### config.mk
export PLATFORM = sky130hd
export DESIGN_NAME = scsi_regfront
export DESIGN_NICKNAME = d
export VERILOG_FILES = /design/src/rtl/scsi_rf_pkg.sv /design/src/rtl/scsi_rf_cmd_decode.sv /design/src/rtl/scsi_rf_xfer_buf.sv /design/src/rtl/scsi_rf_cmd_buf.sv /design/src/rtl/scsi_regfront.sv
export SDC_FILE = /design/constraint.sdc
export NUM_CORES = 1
export LEC_CHECK = 0
export ABC_AREA = 1
export CORE_MARGIN = 10
export CORE_UTILIZATION = 55
export DETAILED_ROUTE_END_ITERATION = 6
export GPL_ROUTABILITY_DRIVEN = 0
export GPL_TIMING_DRIVEN = 0
export PLACE_DENSITY = 0.83
export SLEW_MARGIN = 20
export SYNTH_ARGS = -nofsm -noshare
export SYNTH_HDL_FRONTEND = slang
export SYNTH_SLANG_ARGS = --single-unit
### constraint.sdc
create_clock -name clk -period 5.6 [get_ports clk]
set_input_delay 1.4 -clock clk [delete_from_list [all_inputs] [get_ports clk]]
set_output_delay 1.4 -clock clk [all_outputs]
set_load 0.03 [all_outputs]
### src/rtl/scsi_rf_pkg.sv
package scsi_rf_pkg;
  localparam int REG_CNT = 16;
  localparam int IDX_W   = 4;

  localparam logic [IDX_W-1:0] IX_TC_LO  = 4'd0;
  localparam logic [IDX_W-1:0] IX_TC_MID = 4'd1;
  localparam logic [IDX_W-1:0] IX_FIFO   = 4'd2;
  localparam logic [IDX_W-1:0] IX_CMD    = 4'd3;
  localparam logic [IDX_W-1:0] IX_STAT   = 4'd4;
  localparam logic [IDX_W-1:0] IX_INTR   = 4'd5;
  localparam logic [IDX_W-1:0] IX_SEQ    = 4'd6;
  localparam logic [IDX_W-1:0] IX_FLAGS  = 4'd7;
  localparam logic [IDX_W-1:0] IX_CFG1   = 4'd8;
  localparam logic [IDX_W-1:0] IX_TC_HI  = 4'd14;

  // status bit positions
  localparam int ST_IRQ  = 7;
  localparam int ST_OVR  = 6;
  localparam int ST_TC   = 4;
  localparam logic [2:0] PHASE_MSG_IN = 3'b111;

  // interrupt causes
  localparam logic [7:0] CAUSE_FDONE = 8'h08;
  localparam logic [7:0] CAUSE_DISC  = 8'h20;
  localparam logic [7:0] CAUSE_BRST  = 8'h80;

  localparam logic [7:0] STEP_DONE   = 8'h04;
  localparam logic [7:0] CFG1_RESET  = 8'h07;
  localparam int         CFG1_NORPT  = 6;

  // command codes (bits 6:0)
  localparam logic [6:0] OP_NOP      = 7'h00;
  localparam logic [6:0] OP_FLUSH    = 7'h01;
  localparam logic [6:0] OP_CHIPRST  = 7'h02;
  localparam logic [6:0] OP_BUSRST   = 7'h03;
  localparam logic [6:0] OP_XFER     = 7'h10;
  localparam logic [6:0] OP_STEPS    = 7'h11;
  localparam logic [6:0] OP_MSGOK    = 7'h12;
  localparam logic [6:0] OP_PAD      = 7'h18;
  localparam logic [6:0] OP_ATN_ON   = 7'h1A;
  localparam logic [6:0] OP_ATN_OFF  = 7'h1B;
  localparam logic [6:0] OP_SEL      = 7'h41;
  localparam logic [6:0] OP_SEL_ATN  = 7'h42;
  localparam logic [6:0] OP_SEL_STOP = 7'h43;
  localparam logic [6:0] OP_RSEL_ON  = 7'h44;
  localparam logic [6:0] OP_RSEL_OFF = 7'h45;

  typedef struct packed {
    logic       load_intr;
    logic [7:0] intr;
    logic       clr_seq;
    logic       clr_flags;
    logic       stat_tc_only;
    logic       stat_msg_in;
    logic       raise;
    logic       flush;
    logic       chip_reset;
    logic       forward;
  } cmd_fx_t;
endpackage

### src/rtl/scsi_rf_cmd_decode.sv
module scsi_rf_cmd_decode
  import scsi_rf_pkg::*;
(
  input  logic [6:0] op,
  input  logic       rpt_off,
  output cmd_fx_t    fx
);
  always_comb begin
    fx = '0;
    case (op)
      OP_FLUSH: begin
        fx.load_intr = 1'b1;
        fx.intr      = CAUSE_FDONE;
        fx.clr_seq   = 1'b1;
        fx.clr_flags = 1'b1;
        fx.flush     = 1'b1;
      end
      OP_CHIPRST: fx.chip_reset = 1'b1;
      OP_BUSRST: begin
        fx.load_intr = 1'b1;
        fx.intr      = CAUSE_BRST;
        fx.raise     = !rpt_off;
      end
      OP_STEPS: begin
        fx.load_intr   = 1'b1;
        fx.intr        = CAUSE_FDONE;
        fx.stat_msg_in = 1'b1;
        fx.raise       = 1'b1;
      end
      OP_MSGOK: begin
        fx.load_intr = 1'b1;
        fx.intr      = CAUSE_DISC;
        fx.clr_seq   = 1'b1;
        fx.clr_flags = 1'b1;
        fx.raise     = 1'b1;
      end
      OP_PAD: begin
        fx.load_intr    = 1'b1;
        fx.intr         = CAUSE_FDONE;
        fx.clr_seq      = 1'b1;
        fx.stat_tc_only = 1'b1;
        fx.raise        = 1'b1;
      end
      OP_RSEL_ON, OP_RSEL_OFF: begin
        fx.load_intr = 1'b1;
        fx.intr      = 8'h00;
      end
      OP_XFER, OP_ATN_ON, OP_ATN_OFF, OP_SEL, OP_SEL_ATN, OP_SEL_STOP:
        fx.forward = 1'b1;
      default: fx = '0;
    endcase
  end
endmodule

### src/rtl/scsi_rf_xfer_buf.sv
module scsi_rf_xfer_buf #(
  parameter  int DEPTH = 16,
  localparam int PTR_W = $clog2(DEPTH),
  localparam int CNT_W = $clog2(DEPTH + 1)
) (
  input  logic             clk,
  input  logic             rst_n,
  input  logic             clr,
  input  logic             push,
  input  logic [7:0]       push_data,
  input  logic             pop,
  output logic [7:0]       head,
  output logic [CNT_W-1:0] cnt,
  output logic             drop
);
  logic [7:0]       mem [DEPTH];
  logic [PTR_W-1:0] wp, rp;
  logic             do_push, do_pop;

  assign drop    = push && (cnt == CNT_W'(DEPTH - 1));
  assign do_push = push && !drop;
  assign do_pop  = pop && (cnt != '0);
  assign head    = mem[rp];

  function automatic logic [PTR_W-1:0] step(input logic [PTR_W-1:0] p);
    return (p == PTR_W'(DEPTH - 1)) ? '0 : p + 1'b1;
  endfunction

  always_ff @(posedge clk) begin
    if (do_push && !clr) mem[wp] <= push_data;
  end

  always_ff @(posedge clk) begin
    if (!rst_n || clr) begin
      wp  <= '0;
      rp  <= '0;
      cnt <= '0;
    end else begin
      if (do_push) wp <= step(wp);
      if (do_pop)  rp <= step(rp);
      cnt <= cnt + CNT_W'(do_push) - CNT_W'(do_pop);
    end
  end

  AST_NO_OVERFLOW: assert property (@(posedge clk) disable iff (!rst_n)
    cnt <= CNT_W'(DEPTH - 1));
  AST_EMPTY_POP_HOLDS: assert property (@(posedge clk) disable iff (!rst_n)
    (pop && !push && !clr && cnt == '0) |=> cnt == '0);
endmodule

### src/rtl/scsi_rf_cmd_buf.sv
module scsi_rf_cmd_buf #(
  parameter  int DEPTH = 16,
  localparam int PTR_W = $clog2(DEPTH),
  localparam int CNT_W = $clog2(DEPTH + 1)
) (
  input  logic             clk,
  input  logic             rst_n,
  input  logic             clr,
  input  logic             push,
  input  logic [7:0]       push_data,
  input  logic [PTR_W-1:0] rd_idx,
  output logic [7:0]       rd_data,
  output logic [CNT_W-1:0] len
);
  logic [7:0] mem [DEPTH];
  logic       take;

  assign take    = push && (len < CNT_W'(DEPTH));
  assign rd_data = mem[rd_idx];

  always_ff @(posedge clk) begin
    if (take && !clr) mem[PTR_W'(len)] <= push_data;
  end

  always_ff @(posedge clk) begin
    if (!rst_n || clr) len <= '0;
    else if (take)     len <= len + 1'b1;
  end

  AST_CMD_LEN_BOUND: assert property (@(posedge clk) disable iff (!rst_n)
    len <= CNT_W'(DEPTH));
endmodule

### src/rtl/scsi_regfront.sv
module scsi_regfront
  import scsi_rf_pkg::*;
#(
  parameter int          ADDR_W     = 8,
  parameter int          ADDR_SHIFT = 2,
  parameter int          XFER_DEPTH = 16,
  parameter int          CMD_DEPTH  = 16,
  parameter logic [7:0]  CHIP_ID    = 8'h12
) (
  input  logic                           clk,
  input  logic                           rst_n,
  input  logic [ADDR_W-1:0]              bus_addr,
  input  logic [2:0]                     bus_size,
  input  logic                           bus_wr,
  input  logic                           bus_rd,
  input  logic [31:0]                    bus_wdata,
  output logic [7:0]                     bus_rdata,
  output logic                           bus_err,
  output logic                           irq,
  input  logic                           cmd_collect,
  input  logic                           cmd_clr,
  output logic [$clog2(CMD_DEPTH+1)-1:0] cmd_len,
  input  logic [$clog2(CMD_DEPTH)-1:0]   cmd_rd_idx,
  output logic [7:0]                     cmd_rd_data,
  output logic                           fwd_valid,
  output logic [7:0]                     fwd_code,
  input  logic                           evt_valid,
  output logic                           evt_ready,
  input  logic [7:0]                     evt_status,
  input  logic [7:0]                     evt_intr,
  input  logic [7:0]                     evt_seq
);
  localparam int XCNT_W = $clog2(XFER_DEPTH + 1);

  logic [7:0] rbank [REG_CNT];
  logic [7:0] wbank [REG_CNT];
  logic       irq_q;

  logic [IDX_W-1:0] idx;
  logic             size_ok, wr_go, rd_go, ack, evt_go;
  logic [7:0]       wbyte;
  logic             fifo_wr, cmd_wr, fifo_rd;
  cmd_fx_t          fx;
  logic [7:0]       cmd_stat;
  logic [7:0]       x_head;
  logic [XCNT_W-1:0] x_cnt;
  logic             x_drop, x_clr, c_clr;
  logic             unused_hi;

  assign idx       = IDX_W'(bus_addr >> ADDR_SHIFT);
  assign size_ok   = (bus_size == 3'd1) || (bus_wr && bus_size == 3'd4);
  assign wr_go     = bus_wr && size_ok;
  assign rd_go     = bus_rd && !bus_wr && size_ok;
  assign bus_err   = (bus_wr || bus_rd) && !size_ok;
  assign wbyte     = bus_wdata[7:0];
  assign unused_hi = ^bus_wdata[31:8];
  assign fifo_wr   = wr_go && idx == IX_FIFO;
  assign cmd_wr    = wr_go && idx == IX_CMD;
  assign fifo_rd   = rd_go && idx == IX_FIFO;
  assign ack       = rd_go && idx == IX_INTR;
  assign evt_ready = !irq_q && !bus_wr && !bus_rd;
  assign evt_go    = evt_valid && evt_ready;
  assign irq       = irq_q;
  assign x_clr     = cmd_wr && (fx.flush || fx.chip_reset);
  assign c_clr     = cmd_clr || (cmd_wr && fx.chip_reset);

  scsi_rf_cmd_decode u_dec (
    .op      (wbyte[6:0]),
    .rpt_off (rbank[IX_CFG1][CFG1_NORPT]),
    .fx      (fx)
  );

  scsi_rf_xfer_buf #(.DEPTH(XFER_DEPTH)) u_xfer (
    .clk       (clk),
    .rst_n     (rst_n),
    .clr       (x_clr),
    .push      (fifo_wr && !cmd_collect),
    .push_data (wbyte),
    .pop       (fifo_rd),
    .head      (x_head),
    .cnt       (x_cnt),
    .drop      (x_drop)
  );

  scsi_rf_cmd_buf #(.DEPTH(CMD_DEPTH)) u_cbuf (
    .clk       (clk),
    .rst_n     (rst_n),
    .clr       (c_clr),
    .push      (fifo_wr && cmd_collect),
    .push_data (wbyte),
    .rd_idx    (cmd_rd_idx),
    .rd_data   (cmd_rd_data),
    .len       (cmd_len)
  );

  // read data: value before this access takes effect
  always_comb begin
    bus_rdata = 8'h00;
    if (rd_go) begin
      if (idx == IX_FIFO) bus_rdata = (x_cnt != '0) ? x_head : 8'h00;
      else                bus_rdata = rbank[idx];
    end
  end

  // status produced by a locally completed command
  always_comb begin
    cmd_stat = rbank[IX_STAT];
    if (fx.stat_tc_only) cmd_stat = 8'(1 << ST_TC);
    if (fx.stat_msg_in)  cmd_stat[2:0] = PHASE_MSG_IN;
    if (fx.raise)        cmd_stat[ST_IRQ] = 1'b1;
  end

  always_ff @(posedge clk) begin
    if (!rst_n) begin
      for (int i = 0; i < REG_CNT; i++) begin
        rbank[i] <= 8'h00;
        wbank[i] <= 8'h00;
      end
      rbank[IX_TC_HI] <= CHIP_ID;
      rbank[IX_CFG1]  <= CFG1_RESET;
      wbank[IX_CFG1]  <= CFG1_RESET;
      irq_q     <= 1'b0;
      fwd_valid <= 1'b0;
      fwd_code  <= 8'h00;
    end else begin
      fwd_valid <= 1'b0;
      if (wr_go) begin
        wbank[idx] <= wbyte;
        case (idx)
          IX_FIFO: begin
            rbank[IX_STAT][ST_TC] <= 1'b0;
            if (x_drop && !cmd_collect) rbank[IX_STAT][ST_OVR] <= 1'b1;
          end
          IX_CMD: begin
            rbank[IX_CMD] <= wbyte;
            if (wbyte[7]) begin
              rbank[IX_TC_LO]  <= wbank[IX_TC_LO];
              rbank[IX_TC_MID] <= wbank[IX_TC_MID];
            end
            rbank[IX_STAT] <= cmd_stat;
            if (fx.raise)     irq_q <= 1'b1;
            if (fx.load_intr) rbank[IX_INTR]  <= fx.intr;
            if (fx.clr_seq)   rbank[IX_SEQ]   <= 8'h00;
            if (fx.clr_flags) rbank[IX_FLAGS] <= 8'h00;
            if (fx.forward) begin
              fwd_valid <= 1'b1;
              fwd_code  <= wbyte;
            end
            if (fx.chip_reset) begin
              for (int i = 0; i < REG_CNT; i++) begin
                rbank[i] <= 8'h00;
                wbank[i] <= 8'h00;
              end
              rbank[IX_TC_HI] <= CHIP_ID;
              rbank[IX_CFG1]  <= CFG1_RESET;
              wbank[IX_CFG1]  <= CFG1_RESET;
              irq_q <= 1'b0;
            end
          end
          IX_TC_LO, IX_TC_MID, IX_TC_HI, IX_STAT, IX_INTR, IX_SEQ, IX_FLAGS: ;
          default: rbank[idx] <= wbyte;
        endcase
      end else if (ack) begin
        rbank[IX_INTR]         <= 8'h00;
        rbank[IX_STAT][ST_IRQ] <= 1'b0;
        rbank[IX_STAT][ST_TC]  <= 1'b0;
        rbank[IX_SEQ]          <= STEP_DONE;
        irq_q                  <= 1'b0;
      end else if (evt_go) begin
        rbank[IX_STAT] <= evt_status | 8'(1 << ST_IRQ);
        rbank[IX_INTR] <= evt_intr;
        rbank[IX_SEQ]  <= evt_seq;
        irq_q          <= 1'b1;
      end
    end
  end

  AST_IRQ_MATCH: assert property (@(posedge clk) disable iff (!rst_n)
    irq_q == rbank[IX_STAT][ST_IRQ]);
  AST_ACK_CLEARS: assert property (@(posedge clk) disable iff (!rst_n)
    ack |=> (!irq_q && rbank[IX_INTR] == 8'h00 && rbank[IX_SEQ] == STEP_DONE));
  AST_EVT_IDLE: assert property (@(posedge clk) disable iff (!rst_n)
    evt_ready |-> !irq);
  AST_EVT_RAISE: assert property (@(posedge clk) disable iff (!rst_n)
    evt_go |=> irq);
  AST_REJECT_STABLE: assert property (@(posedge clk) disable iff (!rst_n)
    bus_err |=> ($stable(rbank[IX_CFG1]) && $stable(irq_q)));
  AST_FWD_ONE_CYCLE: assert property (@(posedge clk) disable iff (!rst_n)
    (fwd_valid && !cmd_wr) |=> !fwd_valid);
endmodule

==> flow_metrics.tcl, run 1 <==
set metrics [dict create \
    synth_edf_count 400 \
    antenna_found_initial 0 \
    synth_area_leader_cell "edfxtp_1" \
    cp.arrival_ps 3890 \
    min_to "fwd_code[5]" \
    critPathTopFamily "buffers and inverters" \
    p_comb_frac 0.065 \
    io_pins 111 \
    clock_latency_ps 550 \
    syn-cell-area_sq_um 19600 \
    whs_ps 458 \
    grt_pass1_vias 14726 \
    clock_skew_ps 19.4 \
    ctsResizeCount 1 \
    critPathBufInv 3 \
    synthArstFlopShare 0 \
    yosys.cell_types.count 41 \
    crit_slowest_cell "clkdlybuf4s50_1" \
    cp_max_fo 10 \
    nFillCells 2676 \
    clkPwrFrac 0.408 \
    cts-hold-fix-buffers 0 \
    cts_buffer_depth 3 \
    max_freq_mhz 189 \
    slowest_delay_ps 680 \
    worst_slack_ps 308 \
    reg2reg_from "u_xfer.cnt[2]" \
    synth_area_leaders "edfxtp_1 61%, nand2_1 10%, nor2_1 6.7%" \
    area_delta_synth_final_pct 14.9 \
    rsz0062_at_grt "false" \
    netlist_instances 2038 \
    yosysWarnings 0 \
    vias 15233 \
    cts-htree-levels 2 \
    p_leak_uw 0.00937 \
    dieArea_sq_um 43600 \
    ys_seq_area_frac 0.645 \
    syn_avg_cell_area_sq_um 9.62 \
    regToRegEndpoint "u_xfer.cnt[4]" \
    wl_per_cell_um 19.6 \
    slew_violations 0 \
    final_nets 2282 \
    drt_pass1_iterations 6 \
    path_cells "clkbuf_1, clkbuf_1, o21ai_0, o21ai_0, o211ai_1, nand2_1, clkdlybuf4s50_1" \
    pre_cts_ws_ps -10.4 \
    wl_um 52500 \
    layout-drive-gt1-share 0.0698 \
    path_clk_slew_ps 60 \
    rrSetupSlack_ps 2620 \
    core_area_sq_um 35400 \
    initial_utilization 0.554 \
    layout_min_cycle_time_ps 5290 \
    cts_buffers 43 \
    hold_depth 2 \
    hold_viol 0 \
    ant_nets 0 \
    ir_worst_vdd_mv 0.281 \
    finalSetupViolations 0 \
    worstPathRequired_ps 4200 \
    cp-start-kind "input pin" \
    rows 69 \
    postCtsSetupBuffers 0 \
    hold_path_class "reg2reg" \
    clock_sinks 432 \
    root_buffer "clkbuf_16" \
    synthFlopType "edfxtp_1" \
    maxCapViolCount 0 \
    port_buffers 77 \
    vias_per_cell 5.68 \
    place_area_sq_um 21100 \
    grt_overflow 0 \
    p_per_area_nw_per_um2 303 \
    rr_worst_depth 15 \
    route.detailed.drc 0 \
    switching_power_uw 1550 \
    crit_type "in2out" \
    die_h_um 209 \
    status "completed" \
    grt_pass1_wl_um 80400 \
    slew_headroom 0.419 \
    post-route-period-util 0.945 \
    grt_max_degree 37 \
    diodes 0 \
    swShare 0.228 \
    seqPwrFrac 0.528 \
    die_w_um 209 \
    hp-start "fwd_code[5]" \
    final_area_sq_um 22500 \
    grt_usage 0.233 \
    synth_top_area_share 0.613 \
    dp_hpwl_um 36000 \
    cp-end-kind "output port" \
    ys_ff_latch 432 \
    drt-initial-drc-count 2062 \
    p_int_uw 5270 \
    worst_pin_slew_ps 869 \
    cts_tree "built" \
]
## layout by cell type, fill, tap and decap left out, types with 7 or more instances in the layout
cell and count:
nand2_1 541, edfxtp_1 400, nor2_1 350, inv_1 245, nand3_1 121, o21ai_0 106
clkbuf_1 62, clkdlybuf4s50_1 61, clkbuf_16 44, o211ai_1 32, dfxtp_1 32, a21oi_1 28
buf_2 24, conb_1 24, ha_1 16, clkinv_2 12, nor2_2 10, inv_2 9
clkinv_1 8, dlymetal6s2s_1 8, nand2_2 7, nand3_2 7, nand4_1 7
## layer usage
layer  share of wire  wire length (um)  up-vias  track usage
met2            0.48             25300     1028        0.388
met5               0                 0        -            0
li1                -                 -     6891            -
met3            0.11              5760      234       0.0471
met1            0.36             18900     7080        0.284
met4           0.049              2590        0        0.115
## worst register-to-register path, delay by kind of cell, from the launching register on
family / cells / cell delay [ps]
compound gates: 3 / 510
fa+ha+maj: 4 / 1010
buf+inv: 5 / 380
flops: 1 / 360
simple gates: 3 / 650
## power by group through the flow
stage	registers, uW	logic (uW)	clock network (uW)
detailed placement	3670	425	0
CTS	3600	430	2780
global route	3600	474	2920
floorplan	3660	226	0
finish	3600	441	2780
global placement	3670	405	0
## metrics by stage
step / power (uW) / TNS [ps] / cells / utilization
after detailed placement: 4090 / -10.4 / 2604 / 0.597
after CTS: 6810 / 0 / 2683 / 0.636
after global routing: 7000 / 0 / 2683 / 0.636
final: 6820 / 0 / 2683 / 0.636
after floorplan: 3890 / 0 / 2060 / -
after global placement: 4070 / 0 / 2598 / 0.594
## worst max-delay path by stage
| stage | startpoint | endpoint | slack [ps] | depth (start not counted) |
|---|---|---|---|---|
| after detailed placement | bus_addr[3] | bus_rdata[1] | -10 | 12 |
| after global placement | bus_addr[3] | bus_rdata[0] | 30 | 12 |
| after global routing | cmd_rd_idx[1] | cmd_rd_data[3] | 250 | 7 |
| after CTS | bus_addr[2] | bus_rdata[2] | 3 | 11 |
| after floorplan | bus_addr[2] | bus_rdata[2] | 1560 | 10 |
| final | cmd_rd_idx[1] | cmd_rd_data[3] | 310 | 7 |
## final cells by class
type | instances | area [sq um] | area share
Sequential cell | 432 | 12700 | 0.562
Multi-Input combinational cell | 1284 | 5690 | 0.253
Clock buffer | 61 | 1200 | 0.0535
Inverter | 264 | 1000 | 0.0444
Timing Repair Buffer | 83 | 901 | 0.0400
Tap cell | 461 | 577 | 0.0256
Buffer | 79 | 354 | 0.0157
Clock inverter | 19 | 146 | 0.00650
## state kept, by name (all words and copies together) (netlist names), named ones only
register,flops
rbank,128
u_cbuf.mem,128
u_xfer.mem,128
wbank,16
fwd_code,8
u_cbuf.len,5
u_xfer.cnt,5
u_xfer.rp,4
u_xfer.wp,4
fwd_valid,1
irq,1
## logic make-up (layout without fill, tap and decap cells)
group / count (synthesis) / after routing / share of synthesized area
simple gates: 1066 / 1066 / 0.223
flops: 432 / 432 / 0.645
buf+inv: 344 / 506 / 0.0688
compound gates: 169 / 169 / 0.0478
fa+ha+maj: 17 / 17 / 0.0112
xor+xnor: 6 / 6 / 0.00268
other cells: 2 / 24 / 0.000383
mux: 2 / 2 / 0.00102
## synthesized netlist by cell type, types with 2 or more instances
cell type,instances
a21oi_1,28
buf_1,6
buf_2,18
buf_6,3
clkbuf_1,52
clkinv_1,7
conb_1,2
dfxtp_1,32
edfxtp_1,400
ha_1,16
inv_1,245
inv_2,9
mux2i_1,2
nand2_1,543
nand2_2,5
nand2_4,2
nand3_1,121
nand3_2,7
nand3b_1,2
nand4_1,7
nor2_1,350
nor2_2,10
nor2_4,5
nor3_1,6
o211ai_1,32
o21ai_0,106
o21ai_1,2
or2_2,3
xor2_1,5
Power figures use the tool's default switching activity.
==> run 2: changes to the inputs <==
- ABC_AREA: 1 -> not set
- PLACE_DENSITY: 0.83 -> 0.84
==> flow_metrics.tcl, run 2 <==
set metrics [dict create \
    crit_type "in2out" \
    synth-simple-area-share 0.100 \
    drt-initial-drc-count 1427 \
    cts-htree-levels 2 \
    cp.arrival_ps 4190 \
    nFillCells 2163 \
    core_area_sq_um 32600 \
    antenna_found_initial 0 \
    clock_sinks 427 \
    wl_um 43900 \
    vias 10929 \
    synth_top_area_share 0.649 \
    wl_per_cell_um 25.2 \
    die_h_um 202 \
    switching_power_uw 1430 \
    final_util 0.642 \
    p_leak_uw 0.00697 \
    slew_headroom 0.292 \
    maxCapViolCount 0 \
    status "completed" \
    grt_max_degree 41 \
    vias_per_cell 6.28 \
    ant_nets 0 \
    syn_avg_cell_area_sq_um 16.2 \
    rows 66 \
    cp-end-kind "output port" \
    drt_pass1_iterations 5 \
    swShare 0.217 \
    grt_pass1_wl_um 66300 \
    path_clk_slew_ps 60 \
    crit_slowest_cell "clkdlybuf4s50_1" \
    synth_area_leader_cell "edfxtp_1" \
    critPathTopFamily "buffers and inverters" \
    diodes 0 \
    p_int_uw 5150 \
    hold_viol 0 \
    synth_edf_count 395 \
    hold_path_class "reg2reg" \
    reg2reg_from "u_xfer.cnt[3]" \
    yosysMostFrequentCell "edfxtp_1" \
    cp-start-kind "input pin" \
    area_delta_synth_final_pct 14.5 \
    root_buffer "clkbuf_16" \
    seqPwrFrac 0.541 \
    synthXorXnorAreaFrac 0.00568 \
    syn-cell-area_sq_um 18300 \
    max_freq_mhz 179 \
    synth_fa_ha_area_frac 0.0121 \
    synthFlopType "edfxtp_1" \
    grt_usage 0.210 \
    synth_top_family_by_area "multiplexers" \
    yosysWarnings 0 \
    synth_compound_area_frac 0.0427 \
    worstPathRequired_ps 4200 \
    synthArstFlopShare 0 \
    dp_hpwl_um 29400 \
    grt_pass1_vias 10875 \
    worst_pin_slew_ps 1050 \
    post-route-period-util 0.998 \
    clock_latency_ps 550 \
    cts_buffers 42 \
    cp_num_cells 8 \
    yosys.cell_types.count 61 \
    port_buffers 74 \
    rsz0062_at_grt "false" \
    die_w_um 202 \
    final_nets 1361 \
    rr_worst_depth 14 \
    netlist_instances 1131 \
    io_pins 111 \
    p_comb_frac 0.056 \
    clkPwrFrac 0.404 \
    dieArea_sq_um 40900 \
    layout-drive-gt1-share 0.164 \
    path_cells "clkdlybuf4s50_1, buf_2, buf_2, clkbuf_2, mux2i_1, a21oi_1, and3_1, clkdlybuf4s50_1" \
    ys_top_cells_by_count "395 x edfxtp_1, 80 x and2_1, 75 x mux4_2" \
    cp_max_fo 10 \
    largestRegisters "u_cbuf.mem x128, u_xfer.mem x128, rbank x123" \
    cts_buffer_depth 3 \
    rrSetupSlack_ps 2370 \
    ys_seq_area_frac 0.684 \
    min_to "fwd_code[7]" \
    ir_worst_vdd_mv 0.351 \
    grt_overflow 0 \
    slew_violations 0 \
    power_uw 6580 \
    synthMuxAreaShare 0.133 \
    layout_min_cycle_time_ps 5590 \
    synth_area_leaders "edfxtp_1 65%, mux4_2 9.2%, mux2i_1 3.9%" \
    ys_ff_latch 427 \
    slowest_delay_ps 620 \
    clock_skew_ps 17.5 \
    final_common_cell "edfxtp_1" \
    finalSetupViolations 0 \
    cts_tree "built" \
    critPathBufInv 5 \
    regToRegEndpoint "u_xfer.cnt[4]" \
    hold_depth 2 \
    initial_utilization 0.560 \
    hp-start "fwd_code[7]" \
    postCtsSetupBuffers 0 \
    route.detailed.drc 0 \
    layout_common_cells "395 x edfxtp_1, 80 x and2_1, 75 x mux4_2" \
    p_per_area_nw_per_um2 314 \
]
-- run 2: cells by family (layout without fill, tap and decap cells) --
family	Yosys count	count (layout)
mux	149	149
xor+xnor	11	11
simple gates	319	319
other cells	2	19
compound gates	112	112
flops	427	427
fa+ha+maj	17	17
buf+inv	94	244
-- run 2: power by group through the flow --
stage / combinational (uW) / clock (uW) / sequential, uW
after floorplan: 199 / 0 / 3610
after global placement: 350 / 0 / 3620
after detailed placement: 355 / 0 / 3620
after CTS: 360 / 2670 / 3560
after global routing: 382 / 2800 / 3560
final: 365 / 2660 / 3560
-- run 2: per-stage QoR --
stage | cell area [sq um] | setup TNS, ps | setup WS [ps] | hold slack (ps) | cells
2_1_floorplan | 18300 | 0 | 242 | 466 | 1148
3_3_place_gp | 19600 | -3510 | -727 | 459 | 1664
3_5_place_dp | 19600 | -2600 | -760 | 471 | 1664
4_1_cts | 20900 | 0 | 50.1 | 480 | 1740
5_1_grt | 20900 | 0 | 2.36 | 491 | 1740
6_report | 20900 | 0 | 9.95 | 478 | 1740
-- run 2: area by class of cell --
cell class	count	area [sq um]	area share
Multi-Input combinational cell	627	5480	0.262
Sequential cell	427	12500	0.597
Inverter	22	82.6	0.00395
Buffer	72	318	0.0152
Clock inverter	17	130	0.00622
Clock buffer	59	1170	0.0561
Tap cell	442	553	0.0264
Timing Repair Buffer	74	694	0.0332
-- run 2: worst max path at each step --
stage	start	endpoint	slack, ps
2_1_floorplan	bus_addr[5]	bus_rdata[3]	240
3_3_place_gp	bus_addr[5]	bus_rdata[6]	-730
3_5_place_dp	bus_addr[5]	bus_rdata[6]	-760
4_1_cts	cmd_rd_idx[1]	cmd_rd_data[6]	50
5_1_grt	bus_addr[5]	bus_rdata[4]	2
6_report	bus_addr[5]	bus_rdata[4]	10
-- run 2: worst min-delay path, delay by kind of cell, from the launching register on --
family	cells	cell delay, ps
and+or+nand+nor	1	50
DFF	1	320
AOI/OAI and AO/OA	1	60
-- run 2: per-layer routing --
layer	track usage	routed length (um)	vias up	part of all wire
met4	0.0757	1680	0	0.038
li1	-	-	4656	-
met5	0	0	-	0
met1	0.263	16200	5446	0.37
met2	0.362	22400	686	0.51
met3	0.0345	3730	141	0.085
-- run 2: repair_timing --
item	CTS	global route
endpoints found under the hold margin	0	0
cloned	0	0
hold buffers	0	0
resized for setup	12	4
setup endpoints to repair	8	6
